File: config.mk
export PLATFORM = sky130hd
export DESIGN_NAME = sec_trim_prescaler
export DESIGN_NICKNAME = d
export VERILOG_FILES = /design/src/rtl/sec_trim_pkg.sv /design/src/rtl/sec_trim_datapath.sv /design/src/rtl/sec_trim_ctrl.sv /design/src/rtl/sec_trim_prescaler.sv
export SDC_FILE = /design/constraint.sdc
export NUM_CORES = 1
export LEC_CHECK = 0
export BUFFER_PORTS_ARGS = -buffer_cell sky130_fd_sc_hd__buf_2
export CAP_MARGIN = 25
export CORE_MARGIN = 4
export CORE_UTILIZATION = 44
export DETAILED_ROUTE_END_ITERATION = 16
export PLACE_DENSITY_LB_ADDON = 0.3
export SLEW_MARGIN = 5
export SYNTH_ARGS = -nofsm -noshare
export SYNTH_HDL_FRONTEND = slang
export SYNTH_SLANG_ARGS = --single-unit
File: constraint.sdc
create_clock -name clk -period 2.15 [get_ports clk]
set_clock_uncertainty 0.05 [all_clocks]
set_input_delay 0.215 -clock clk [delete_from_list [all_inputs] [get_ports clk]]
set_output_delay 0.215 -clock clk [all_outputs]
set_load 0.05 [all_outputs]
File: src/rtl/sec_trim_pkg.sv
package sec_trim_pkg;

  // Number of low-stage carries skipped in a positively trimmed second.
  localparam int POS_SKIP_CARRIES = 2;

  // Strobes from the control to the datapath.
  typedef struct packed {
    logic oscStep;   // the low stage counts this cycle
    logic jumpHi;    // skip carries: load the high stage past zero
    logic holdHi;    // blank one carry: the high stage does not advance
  } dpStrobes_t;

endpackage

File: src/rtl/sec_trim_datapath.sv
module sec_trim_datapath
  import sec_trim_pkg::*;
#(
  parameter int LO_BITS = 7,
  parameter int HI_BITS = 8
) (
  input  logic       clk,
  input  logic       rstN,
  input  dpStrobes_t strobes,
  output logic       loWrap,
  output logic       hiZero,
  output logic       hiFull,
  output logic       secTick,
  output logic       testWave
);

  localparam int WAVE_BIT = LO_BITS - 2;
  localparam logic [HI_BITS-1:0] HI_JUMP = HI_BITS'(POS_SKIP_CARRIES + 1);

  logic [LO_BITS-1:0] loCnt;
  logic [HI_BITS-1:0] hiCnt;
  logic               carry;

  assign loWrap   = (loCnt == '1);
  assign hiZero   = (hiCnt == '0);
  assign hiFull   = (hiCnt == '1);
  assign carry    = strobes.oscStep && loWrap;
  assign testWave = loCnt[WAVE_BIT];

  always_ff @(posedge clk) begin
    if (!rstN) begin
      loCnt   <= '0;
      hiCnt   <= '0;
      secTick <= 1'b0;
    end else begin
      secTick <= carry && hiFull;
      if (strobes.oscStep) loCnt <= loCnt + 1'b1;
      if (carry) begin
        if (strobes.jumpHi)      hiCnt <= HI_JUMP;
        else if (!strobes.holdHi) hiCnt <= hiCnt + 1'b1;
      end
    end
  end

endmodule

File: src/rtl/sec_trim_ctrl.sv
module sec_trim_ctrl
  import sec_trim_pkg::*;
#(
  parameter int SEC_PER_MIN = 60,
  parameter int CAL_BITS    = 5
) (
  input  logic                clk,
  input  logic                rstN,
  input  logic                oscEn,
  input  logic                stop,
  input  logic [CAL_BITS-1:0] calMag,
  input  logic                calSign,
  input  logic                loWrap,
  input  logic                hiZero,
  input  logic                hiFull,
  output dpStrobes_t          strobes,
  output logic [CAL_BITS:0]   minutePhase
);

  localparam int PHASE_BITS = CAL_BITS + 1;
  localparam int SEC_W      = (SEC_PER_MIN > 1) ? $clog2(SEC_PER_MIN) : 1;
  localparam logic [SEC_W-1:0] SEC_LAST = SEC_W'(SEC_PER_MIN - 1);

  logic [SEC_W-1:0]      secCnt;
  logic [PHASE_BITS-1:0] phase;
  logic [CAL_BITS-1:0]   magL;
  logic                  signL;
  logic                  blanked;
  logic                  step, carryNow, modSec, secEnd, minEnd;

  assign step     = oscEn && !stop;
  assign carryNow = step && loWrap;
  // first second of a minute that lies inside the first 2N minutes
  assign modSec   = (secCnt == '0) && (phase < {magL, 1'b0});
  assign secEnd   = carryNow && hiFull;
  assign minEnd   = secEnd && (secCnt == SEC_LAST);

  always_comb begin
    strobes.oscStep = step;
    strobes.jumpHi  = carryNow && modSec && signL && hiZero;
    strobes.holdHi  = carryNow && modSec && !signL && hiZero && !blanked;
  end

  always_ff @(posedge clk) begin
    if (!rstN) begin
      secCnt  <= '0;
      phase   <= '0;
      magL    <= '0;
      signL   <= 1'b0;
      blanked <= 1'b0;
    end else begin
      if (secEnd)              blanked <= 1'b0;
      else if (strobes.holdHi) blanked <= 1'b1;
      if (secEnd) secCnt <= minEnd ? '0 : secCnt + 1'b1;
      if (minEnd) begin
        phase <= phase + 1'b1;
        magL  <= calMag;
        signL <= calSign;
      end
    end
  end

  assign minutePhase = phase;

endmodule

File: src/rtl/sec_trim_prescaler.sv
module sec_trim_prescaler
  import sec_trim_pkg::*;
#(
  parameter int LO_BITS     = 7,
  parameter int HI_BITS     = 8,
  parameter int SEC_PER_MIN = 60,
  parameter int CAL_BITS    = 5
) (
  input  logic                clk,
  input  logic                rstN,
  input  logic                oscEn,
  input  logic                stop,
  input  logic [CAL_BITS-1:0] calMag,
  input  logic                calSign,
  output logic                secTick,
  output logic                testWave,
  output logic [CAL_BITS:0]   minutePhase
);

  dpStrobes_t strobes;
  logic       loWrap, hiZero, hiFull;

  sec_trim_ctrl #(
    .SEC_PER_MIN(SEC_PER_MIN),
    .CAL_BITS   (CAL_BITS)
  ) ctrl_i (
    .clk        (clk),
    .rstN       (rstN),
    .oscEn      (oscEn),
    .stop       (stop),
    .calMag     (calMag),
    .calSign    (calSign),
    .loWrap     (loWrap),
    .hiZero     (hiZero),
    .hiFull     (hiFull),
    .strobes    (strobes),
    .minutePhase(minutePhase)
  );

  sec_trim_datapath #(
    .LO_BITS(LO_BITS),
    .HI_BITS(HI_BITS)
  ) dp_i (
    .clk     (clk),
    .rstN    (rstN),
    .strobes (strobes),
    .loWrap  (loWrap),
    .hiZero  (hiZero),
    .hiFull  (hiFull),
    .secTick (secTick),
    .testWave(testWave)
  );

endmodule

# == Word level (Yosys, flattened, before mapping) ==
# Cells that the tools add are included.
# W data, S select, Z words.
# word_totals
reg_bits,35
latchBits,0
mem_bits_rw,0
rom_bits,0
input_bits,10
output_inout_bits,8
word_cells,39
memories,0
# op_classes
n_addsub,4
mul,0
div_mod_pow,0
magnitude_cmp,1
eq_ne,4
shifts,0
n_mux,3
bitwise_logic,1
reduce_logical,18
# ops
cell,n
$mux W8,2
$add A6 B1 Y6 const B,2
$logic_and A1 B1 Y1,11
$add A8 B1 Y8 const B,1
$eq A8 B8 Y1 const B,1
$logic_not A8 Y1,1
$add A7 B1 Y7 const B,1
$eq A7 B7 Y1 const B,1
$eq A6 B6 Y1 const B,1
$logic_not A6 Y1,1
$lt A6 B6 Y1,1
$mux W6,1
$logic_not A1 Y1,3
$ne A2 B2 Y1 const B,1
$reduce_and A2 Y1,1
$reduce_or A2 Y1,1
$not A1 Y1,1

# == Logic depth before layout (Yosys ltp) ==
# Gate-level depths: netlist of run 1.
# logic_depth
word_depth,9
ltp_mapped,7
mapped_depth_nobuf,7

# == By module ==
# A second synthesis of run 1 with hierarchy kept.
# unflattened
hier_cells,202
hier_area_um2,1828.0
# modules_own_cells
mod,instances,cells_each,area_each_um2,seq_area_each_um2
sec_trim_ctrl,1,110,969.7,380.4
sec_trim_datapath,1,92,858.3,320.3

# == Least setup slack after synthesis of run 1 ==
# Ideal clock, no wire load.
# synth_timing
kind,reg2reg
from,register dp_i.loCnt[5]
to,"register ctrl_i.phase[5], in the netlist ctrl_i.minutePhase[5]"
setup_time_ps,71
arrival_ps,2188
t_required_ps,2029
slack_ps,-158
path_stages_with_launch,6
path_buffers,0
synth_period_minus_slack_ps,2308
cell_sequence,dfxtp_1 nand4_2 nor4_4 nand4b_2 or4_1 a21oi_1
# synth_between
elab_chain_cells,4
# synth_lines
element,line_no,rtl
from (decl),sec_trim_datapath.sv:20,logic [LO_BITS-1:0] loCnt;
from (signal assigned),sec_trim_datapath.sv:37,if (strobes.oscStep) loCnt <= loCnt + 1'b1;
$eq A7 B7 Y1,sec_trim_datapath.sv:24,assign loWrap = (loCnt == '1);
$logic_and A1 B1 Y1,sec_trim_ctrl.sv:32,assign carryNow = step && loWrap;
$logic_and A1 B1 Y1,sec_trim_ctrl.sv:35,assign secEnd = carryNow && hiFull;
$logic_and A1 B1 Y1,sec_trim_ctrl.sv:36,assign minEnd = secEnd && (secCnt == SEC_LAST);
to (signal assigned),sec_trim_ctrl.sv:56,phase <= phase + 1'b1;
to (decl),sec_trim_ctrl.sv:25,logic [PHASE_BITS-1:0] phase;
# No other way between the ends.
# A chain may end at the register's enable or synchronous reset.

# == Final worst setup path of run 1 ==
# layout_timing
from,register dp_i.hiCnt[0]
to,"register ctrl_i.phase[5], in the netlist ctrl_i.minutePhase[5]"
# layout_between
elab_chain_cells,3
# layout_lines
element,line_no,rtl
from (decl),sec_trim_datapath.sv:21,logic [HI_BITS-1:0] hiCnt;
from (signal assigned),sec_trim_datapath.sv:40,else if (!strobes.holdHi) hiCnt <= hiCnt + 1'b1;
$eq A8 B8 Y1,sec_trim_datapath.sv:26,assign hiFull = (hiCnt == '1);
$logic_and A1 B1 Y1,sec_trim_ctrl.sv:35,
$logic_and A1 B1 Y1,sec_trim_ctrl.sv:36,
# No other way between the ends.

==> flow_summary.yaml, run 1 <==
synth:
  ys_seq_area_frac: 0.410
  synth_area_leader_cell: "dfxtp_1"
  syn_area_per_cell_sq_um: 9.00
  yosys_register_bits: 35
  synth_cells: 190
  syn_area_sq_um: 1710
  yosysUniqueCellTypes: 37
  synthTopCellsByArea: "dfxtp_1 (41%), ha_1 (7.3%), nor2_1 (5.5%)"
  synth_ff_type: "dfxtp_1"
  syn-num-nets: 210
  synth_top_area_share: 0.410
  synth_edf_count: 0
  yosys_warnings: 0
  ys_async_sr_fraction: 0
place:
  portBuffers: 17
  post-place-ws_ns: -0.0447
  dpl.hpwl_um: 2610
  placed_cell_area_sq_um: 1900
  place_congestion: 0.792
global_route:
  grt_pass1_wl_um: 6190
  grt_pass1_vias: 1374
  antenna_found_initial: 0
  grtUsageTotal: 0.156
  gr-total-overflow: 0
  grt_max_degree: 25
cells_and_area:
  utilization: 0.561
  nets: 238
  fin_area_sq_um: 2090
  antennaDiodeCount: 0
  final_common_cell: "dfxtp_1"
  drive_above_1_share: 0.215
  final_cell_mix: "dfxtp_1 (30), nor2_1 (25), buf_2 (17)"
  syn2layout_area_growth_pct: 21.9
  fill_cells: 348
power_and_ir_drop:
  ir_worst_vdd_uv: 419
  power_density_nw_per_um2: 668
  p_leak_nw: 0.908
clocking:
  clockBufferDepth: 2
  cts_buffers: 5
  numClockSinks: 35
  tritoncts: "built"
  clockRootBuffer: "clkbuf_8"
  postCtsSetupRepairBufs: 0
  htree_levels: 2
  clock_latency_ns: 0.29
  clk_pin_slew_worst_paths_ns: 0.08
critical_path:
  path_delay_family: "simple AND/OR/NAND/NOR gates"
  worst-path-buf-inv: 0
  worstPathMaxFanout: 5
  cpMaxStageDelayCell: "or4_1"
  endpoint_kind: "flip-flop"
  crit_chain: "ha_2 > nand3_1 > nor4_4 > nand4b_2 > or4_1 > a21oi_1"
  critPathMaxStageDelay_ns: 0.53
  worstSetupPathType: "flip-flop to flip-flop"
  required_ns: 2.30
  critPathArrivalTime_ns: 2.23
  worst_setup_path_start_kind: "flip-flop"
sta:
  setup_ws_ns: 0.0694
  whs_ns: 0.101
  final_hold_viol_count: 0
  period_minus_slack_ns: 2.08
  final.setup.tns_ns: 0
  setup_viol: 0
  fmax_ghz: 0.481
  finalCritPeriodShare: 0.968
  worstMarginPinSlew_ns: 0.821
  slew_viol_final: 0
  rsz0062_at_grt: "yes"
  relSlewSlack: 0.452
routing:
  routedWlPerCell_um: 13.5
  drcViolationCount: 0
  firstDrtPassIters: 4
  drt_iter0_drc: 28
  num_vias: 1436
  routed_via_density: 5.38
  ant_nets: 0
  drt_wl_total_um: 3610
floorplanning:
  rows: 22
  core_area_sq_um: 3720
  die_area_sq_um: 4950
  die_w_um: 70.3
  pin_count: 18
  die_y_um: 70.3
  initial_utilization: 0.460
run:
  maxCapViolCount: 0
min_path:
  hold_class: "primary input to flip-flop"
status:
  outcome: "completed"
==> area by class of cell <==
cell class	instances	area, sq um	share of cell area
clock buffers	5	68.8	0.0330
clock inverters	3	67.6	0.0324
inverters	10	37.5	0.0180
multi-input cells	142	1010	0.483
flip-flops and latches	35	707	0.339
well taps	48	60.1	0.0288
repair buffers	24	138	0.0660
==> flip-flops by register name, indices dropped and copies added, names as in the netlist <==
register	cells
ctrl_i.magL	5
dp_i.hiCnt	8
ctrl_i.minutePhase	6
dp_i.secTick	1
ctrl_i.blanked	1
ctrl_i.signL	1
ctrl_i.secCnt	6
dp_i.loCnt	7
==> worst min-delay path: cells and delay by family <==
kind	cells	cell delay, ns
buffers and inverters	1	0.07
multiplexers	1	0.05
AND/OR/NAND/NOR	1	0.07
==> metal layers <==
layer  global-route usage  vias to the layer above  share of wire
met2                0.240                       23           0.46
met1                0.199                      674           0.47
met4               0.0638                        0          0.022
met5                    0                        -              0
met3               0.0489                        8          0.039
li1                     -                      731              -
==> synth_stat cells (2+ instances only) <==
cell and number:
inv_1 10, nor2b_1 4, o31ai_1 2, ha_1 10, nand4b_2 2, dfxtp_1 35
and3_1 4, xnor2_1 7, mux2i_1 9, nand2_1 14, o21ai_0 8, a21oi_1 8
nor3_1 5, or4_1 2, nor2_1 25, and2_1 2, nand3_1 4, a2111oi_0 2
nor4_1 3, nand4_1 7, or3_1 5, xor2_1 7
==> report_power, final <==
part | internal [mW] | switching, mW
logic | 0.0129 | 0.0196
registers | 0.650 | 0.00235
clock network | 0.462 | 0.246
total | 1.13 | 0.268
==> worst paths after layout <==
| check | from | to | slack (ns) | cells after the start |
|---|---|---|---|---|
| max | dp_i.hiCnt[0] | ctrl_i.minutePhase[5] | 0.07 | 6 |
| min reg2reg | ctrl_i.magL[0] | ctrl_i.magL[0] | 0.44 | 2 |
| min | calMag[0] | ctrl_i.magL[0] | 0.10 | 3 |
| max reg2reg | dp_i.hiCnt[0] | ctrl_i.minutePhase[5] | 0.07 | 6 |
==> through the flow <==
step                power [mW]  std cells
finish                    1.39        267
global route              1.44        267
CTS                       1.41        267
detailed placement       0.700        259
global placement         0.699        259
floorplan                0.683        190
==> cells by family (layout without fill, tap and decap cells) <==
kind of cell / after synthesis / in the layout / synth area share
and+or+nand+nor: 82 / 82 / 0.263
xor gates and xnor gates: 14 / 14 / 0.0717
AOI/OAI and AO/OA: 27 / 27 / 0.100
muxes: 9 / 9 / 0.0527
buffers and inverters: 13 / 42 / 0.0293
DFF: 35 / 35 / 0.410
adders and majority gates: 10 / 10 / 0.0732
==> what timing repair did <==
action,in CTS,in global routing
hold buffers,0,0
endpoints found under the setup margin,1,7
pin swaps,0,1
resized for setup,2,8
No activity file was read; power rests on OpenSTA's default activity.
==> inputs of run 2 (changes only) <==
--- a/config.mk
+++ b/config.mk
@@ -9,5 +9,5 @@
 export CAP_MARGIN = 25
 export CORE_MARGIN = 4
-export CORE_UTILIZATION = 44
+export CORE_UTILIZATION = 52
 export DETAILED_ROUTE_END_ITERATION = 16
 export PLACE_DENSITY_LB_ADDON = 0.3
==> constraint.sdc (replaced) <==
create_clock -name clk -period 1.8 [get_ports clk]
set_clock_uncertainty 0.05 [all_clocks]
set_input_delay 0.18 -clock clk [delete_from_list [all_inputs] [get_ports clk]]
set_output_delay 0.18 -clock clk [all_outputs]
set_load 0.1 [all_outputs]
==> run 2 against run 1 <==
  * The run now ends with setup timing left
  * Global-route usage rose by 6.1 points
  * Die area fell by 14%
  * Combinational power rose by 46%
  * Highest routed layer unchanged
  * Register-to-register slack got worse by 0.21 ns
==> flow_summary.yaml, run 2 (synthesized netlist as in run 1, its figures left out) <==
floorplanning:
  initial_utilization: 0.551
  die_y_um: 65.4
  pin_count: 18
  core_area_sq_um: 3100
  rows: 20
  die_area_sq_um: 4270
  die_w_um: 65.4
min_path:
  min_path_cells: 3
  holdPathEnd: "ctrl_i.magL[2]"
  hold_class: "primary input to flip-flop"
  min-delay-start: "calMag[2]"
place:
  place_congestion: 0.874
  dp.cells: 276
  dpl.hpwl_um: 2970
  portBuffers: 17
cells_and_area:
  largest_register_ffs: 8
  drive_above_1_share: 0.437
  antennaDiodeCount: 0
  nets: 266
  reg_top3: "dp_i.hiCnt: 8 flops, dp_i.loCnt: 7 flops"
  final_cell_mix: "buf_4 (31), nor2_1 (24), buf_2 (17)"
  fin_cells: 291
  regMostFlops: "dp_i.hiCnt"
  final_common_cell: "buf_4"
  syn2layout_area_growth_pct: 41.6
critical_path:
  worst_r2r_endpoint: "ctrl_i.secCnt[2]"
  worstSetupPathType: "flip-flop to flip-flop"
  reg2reg_slack_ns: -0.14
  critPathArrivalTime_ns: 2.15
  endpoint_kind: "flip-flop"
  required_ns: 2.01
  worst_setup_path_start_kind: "flip-flop"
  reg2regPathDepth: 6
  r2r_start: "dp_i.loCnt[5]"
  worstPathMaxFanout: 5
sta:
  setup_viol: 8
  setup_ws_ns: -0.143
  rsz0062_at_grt: "yes"
  final_hold_viol_count: 0
  finalCritPeriodShare: 1.08
  relSlewSlack: 0.456
  worstMarginPinSlew_ns: 0.815
  slew_viol_final: 0
  fmax_ghz: 0.515
  period_minus_slack_ns: 1.94
global_route:
  grt_pass1_vias: 1581
  antenna_found_initial: 0
  grt_max_degree: 25
  gr-total-overflow: 0
  grtUsageTotal: 0.217
  grt_pass1_wl_um: 7150
power_and_ir_drop:
  p_int_mw: 0.934
  pwr-share-clk: 0.329
  pwr-share-seq: 0.632
  comb_power_share: 0.039
  p_sw_frac: 0.234
  p_switching_mw: 0.285
  p_leak_nw: 1.07
  power_density_nw_per_um2: 503
  finalPower_mw: 1.22
  ir_worst_vdd_uv: 466
status:
  outcome: "finished with violations"
  failed_checks: "setup timing"
routing:
  drt_wl_total_um: 4630
  routedWlPerCell_um: 15.9
  num_vias: 1640
  drcViolationCount: 0
  ant_nets: 0
  routed_via_density: 5.64
  firstDrtPassIters: 4
  drt_iter0_drc: 64
clocking:
  numClockSinks: 35
  clockRootBuffer: "clkbuf_4"
  clk_pin_slew_worst_paths_ns: 0.11
  tritoncts: "built"
  htree_levels: 2
  clockBufferDepth: 2
  clock_latency_ns: 0.35
  cts_buffers: 5
  ctsHoldBuffers: 0
run:
  maxCapViolCount: 0
==> run 2: changes by cell type in the layout (fill, tap and decap cells not counted), moves of 6 or more <==
cell     delta
buf_4      +24
dfxtp_1    -14
inv_1       -6
dfxtp_4     +6
dfxtp_2     +8
==> run 2: per-layer routing <==
metal	up-vias	wire, um	GRT usage
met5	-	0	0
met4	0	242	0.0699
met3	19	196	0.0615
met2	55	2410	0.378
met1	768	1780	0.255
li1	798	-	-
==> run 2: area by class of cell <==
| cell class | instances | area (sq um) |
|---|---|---|
| Multi-Input combinational cell | 142 | 1180 |
| Sequential cell | 35 | 739 |
| Clock inverter | 2 | 7.51 |
| Tap cell | 44 | 55.1 |
| Inverter | 10 | 40.0 |
| Fill cell | 195 | 681 |
| Clock buffer | 6 | 41.3 |
| Timing Repair Buffer | 52 | 363 |
==> run 2: stage by stage <==
stage | setup WS [ns] | instance area [sq um] | utilization | setup TNS (ns) | hold slack [ns]
after CTS | -0.0238 | 2300 | 0.742 | -0.0539 | 0.0108
after detailed placement | -0.115 | 2160 | 0.697 | -0.932 | 0.370
after global routing | -0.245 | 2420 | 0.781 | -1.93 | 0.0111
after global placement | -0.0613 | 2160 | 0.697 | -0.352 | 0.359
final | -0.143 | 2420 | 0.781 | -0.524 | 0.0125
after floorplan | -0.237 | 1820 | - | -1.27 | 0.251
==> run 2: power groups by stage <==
stage / registers (mW) / clock network [mW] / logic, mW
floorplan: 0.791 / 0 / 0.0207
finish: 0.771 / 0.401 / 0.0476
detailed placement: 0.791 / 0 / 0.0448
global placement: 0.790 / 0 / 0.0423
CTS: 0.772 / 0.403 / 0.0462
global route: 0.772 / 0.453 / 0.0517
==> run 2: worst max path at each step <==
| stage | startpoint | endpoint | cells after the start |
|---|---|---|---|
| after floorplan | dp_i.loCnt[1] | ctrl_i.minutePhase[3] | 6 |
| after global placement | dp_i.loCnt[1] | ctrl_i.minutePhase[3] | 6 |
| after detailed placement | dp_i.loCnt[1] | ctrl_i.minutePhase[3] | 6 |
| after CTS | dp_i.hiCnt[0] | ctrl_i.minutePhase[3] | 6 |
| after global routing | dp_i.loCnt[5] | ctrl_i.secCnt[2] | 6 |
| final | dp_i.loCnt[5] | ctrl_i.secCnt[2] | 6 |
==> run 2: worst max-delay path, cell delays in order (launching register included) <==
cell and delay, ns:
dfxtp_4 0.39, nand4_4 0.17, nor4_4 0.42, buf_6 0.17, nand2_1 0.08, or3_1 0.37, a21oi_1 0.21
==> run 2: timing repair <==
action,CTS,global route
cloned,0,0
setup endpoints to repair,13,16
buffers inserted,3,4
resized for setup,17,26
endpoints found under the hold margin,0,0
pin swaps,14,9
==> inputs of run 3 (changes only) <==
==> constraint.sdc (replaced) <==
create_clock -name clk -period 1.8 [get_ports clk]
set_clock_uncertainty 0.05 [all_clocks]
set_input_delay 0.09 -clock clk [delete_from_list [all_inputs] [get_ports clk]]
set_output_delay 0.09 -clock clk [all_outputs]
set_load 0.1 [all_outputs]
==> run 3 against run 2 <==
  * The run still ends with setup timing left
  * Register-to-register slack is essentially flat
  * Critical path depth grew 2
  * Global-route usage grew 1.6 points
  * Clock-buffer cell count shrank 1
  * Critical path type unchanged
  * Largest cell class unchanged
==> flow_summary.yaml, run 3 (synthesized netlist as in run 1, its figures left out) <==
status:
  outcome: "finished with violations"
  failed_checks: "setup timing"
sta:
  finalCritPeriodShare: 1.08
  final_hold_viol_count: 0
  rsz0062_at_grt: "yes"
  whs_ns: 0.0120
  fmax_ghz: 0.514
  final.setup.tns_ns: -1.26
  worstMarginPinSlew_ns: 0.846
  relSlewSlack: 0.435
  period_minus_slack_ns: 1.95
  slew_viol_final: 0
  setup_viol: 17
  setup_ws_ns: -0.147
floorplanning:
  die_area_sq_um: 4270
  initial_utilization: 0.551
  core_area_sq_um: 3100
  die_y_um: 65.4
  pin_count: 18
  die_w_um: 65.4
  rows: 20
place:
  placed_cell_area_sq_um: 2170
  dpl.hpwl_um: 3120
  place_congestion: 0.871
  portBuffers: 17
power_and_ir_drop:
  finalPower_mw: 1.38
  power_density_nw_per_um2: 556
  pwr-share-seq: 0.558
  ir_worst_vdd_uv: 693
  p_switching_mw: 0.299
  comb_power_share: 0.043
  p_sw_frac: 0.216
  p_int_mw: 1.08
  pwr-share-clk: 0.399
  p_leak_nw: 1.12
global_route:
  gr-total-overflow: 0
  grt_pass1_vias: 1629
  grt_max_degree: 25
  grtUsageTotal: 0.233
  grt_pass1_wl_um: 7650
  antenna_found_initial: 0
min_path:
  hold_class: "primary input to flip-flop"
routing:
  top_layer: "met4"
  wl_met2_um: 2590
  routed_via_density: 5.79
  drcViolationCount: 0
  firstDrtPassIters: 4
  routedWlPerCell_um: 16.7
  wl_met1_um: 1910
  drt_iter0_drc: 77
  drt_wl_total_um: 4940
  ant_nets: 0
  num_vias: 1713
  route.met3.wl_um: 251
clocking:
  clk_pin_slew_worst_paths_ns: 0.11
  clockRootBuffer: "clkbuf_4"
  cts_buffers: 5
  clock_latency_ns: 0.35
  clockBufferDepth: 2
  htree_levels: 2
  tritoncts: "built"
  numClockSinks: 35
cells_and_area:
  fin_area_sq_um: 2490
  nets: 271
  regMostFlops: "dp_i.hiCnt"
  utilization: 0.802
  final_cell_mix: "buf_4 (30), nor2_1 (24), dfxtp_1 (18)"
  final_common_cell: "buf_4"
  drive_above_1_share: 0.433
  antennaDiodeCount: 0
  syn2layout_area_growth_pct: 45.5
  reg_top3: "dp_i.hiCnt: 8 flops, dp_i.loCnt: 7 flops"
  largest_register_ffs: 8
  fill_cells: 183
critical_path:
  endpoint_kind: "flip-flop"
  worstSetupPathType: "flip-flop to flip-flop"
  required_ns: 2.03
  worst_setup_path_start_kind: "flip-flop"
  critPathArrivalTime_ns: 2.18
  worstPathMaxFanout: 4
run:
  maxCapViolCount: 0
-- run 3: cell type report --
type | instances | area (sq um) | share of cell area
Tap cell | 44 | 55.1 | 0.0221
Sequential cell | 35 | 737 | 0.296
Inverter | 10 | 37.5 | 0.0151
Clock inverter | 3 | 38.8 | 0.0156
Multi-Input combinational cell | 142 | 1170 | 0.469
Clock buffer | 5 | 37.5 | 0.0151
Timing Repair Buffer | 57 | 415 | 0.167
-- run 3: final timing paths --
check	start	to	slack, ns	depth (start not counted)
hold reg to reg	ctrl_i.magL[2]	ctrl_i.magL[2]	0.47	2
hold / removal	rstN	ctrl_i.minutePhase[2]	0.01	2
setup / recovery	dp_i.hiCnt[1]	ctrl_i.secCnt[2]	-0.15	8
setup reg to reg	dp_i.hiCnt[1]	ctrl_i.secCnt[2]	-0.15	8
-- run 3: power groups by stage --
stage	clock network [mW]	registers, mW	logic (mW)
finish	0.552	0.771	0.0592
CTS	0.553	0.771	0.0570
global placement	0	0.790	0.0424
global route	0.607	0.772	0.0656
detailed placement	0	0.791	0.0457
floorplan	0	0.791	0.0207
-- run 3: worst max-delay path: stages, from the launching register on --
cell,delay [ns]
dfxtp_2,0.38
ha_4,0.16
nand3_4,0.08
nor4_4,0.40
buf_6,0.16
buf_4,0.12
nand2_4,0.06
or3_4,0.34
a21oi_2,0.13
-- run 3: layer usage --
| layer | vias up | track usage |
|---|---|---|
| li1 | 795 | - |
| met1 | 843 | 0.276 |
| met2 | 55 | 0.403 |
| met3 | 20 | 0.0667 |
| met4 | 0 | 0.0751 |
| met5 | - | 0 |
-- run 3: per-stage QoR --
stage / setup slack (ns) / std cells
after global routing: -0.242 / 296
after floorplan: -0.237 / 190
after CTS: -0.0763 / 293
final: -0.147 / 296
after detailed placement: -0.133 / 277
after global placement: -0.0595 / 277
-- run 3: timing repair --
| action | in CTS | in global routing |
|---|---|---|
| pin swaps | 8 | 12 |
| hold buffers | 6 | 0 |
| hold endpoints to repair | 6 | 0 |
| setup endpoints to repair | 13 | 22 |
| resized for setup | 20 | 19 |
| setup buffers | 2 | 3 |
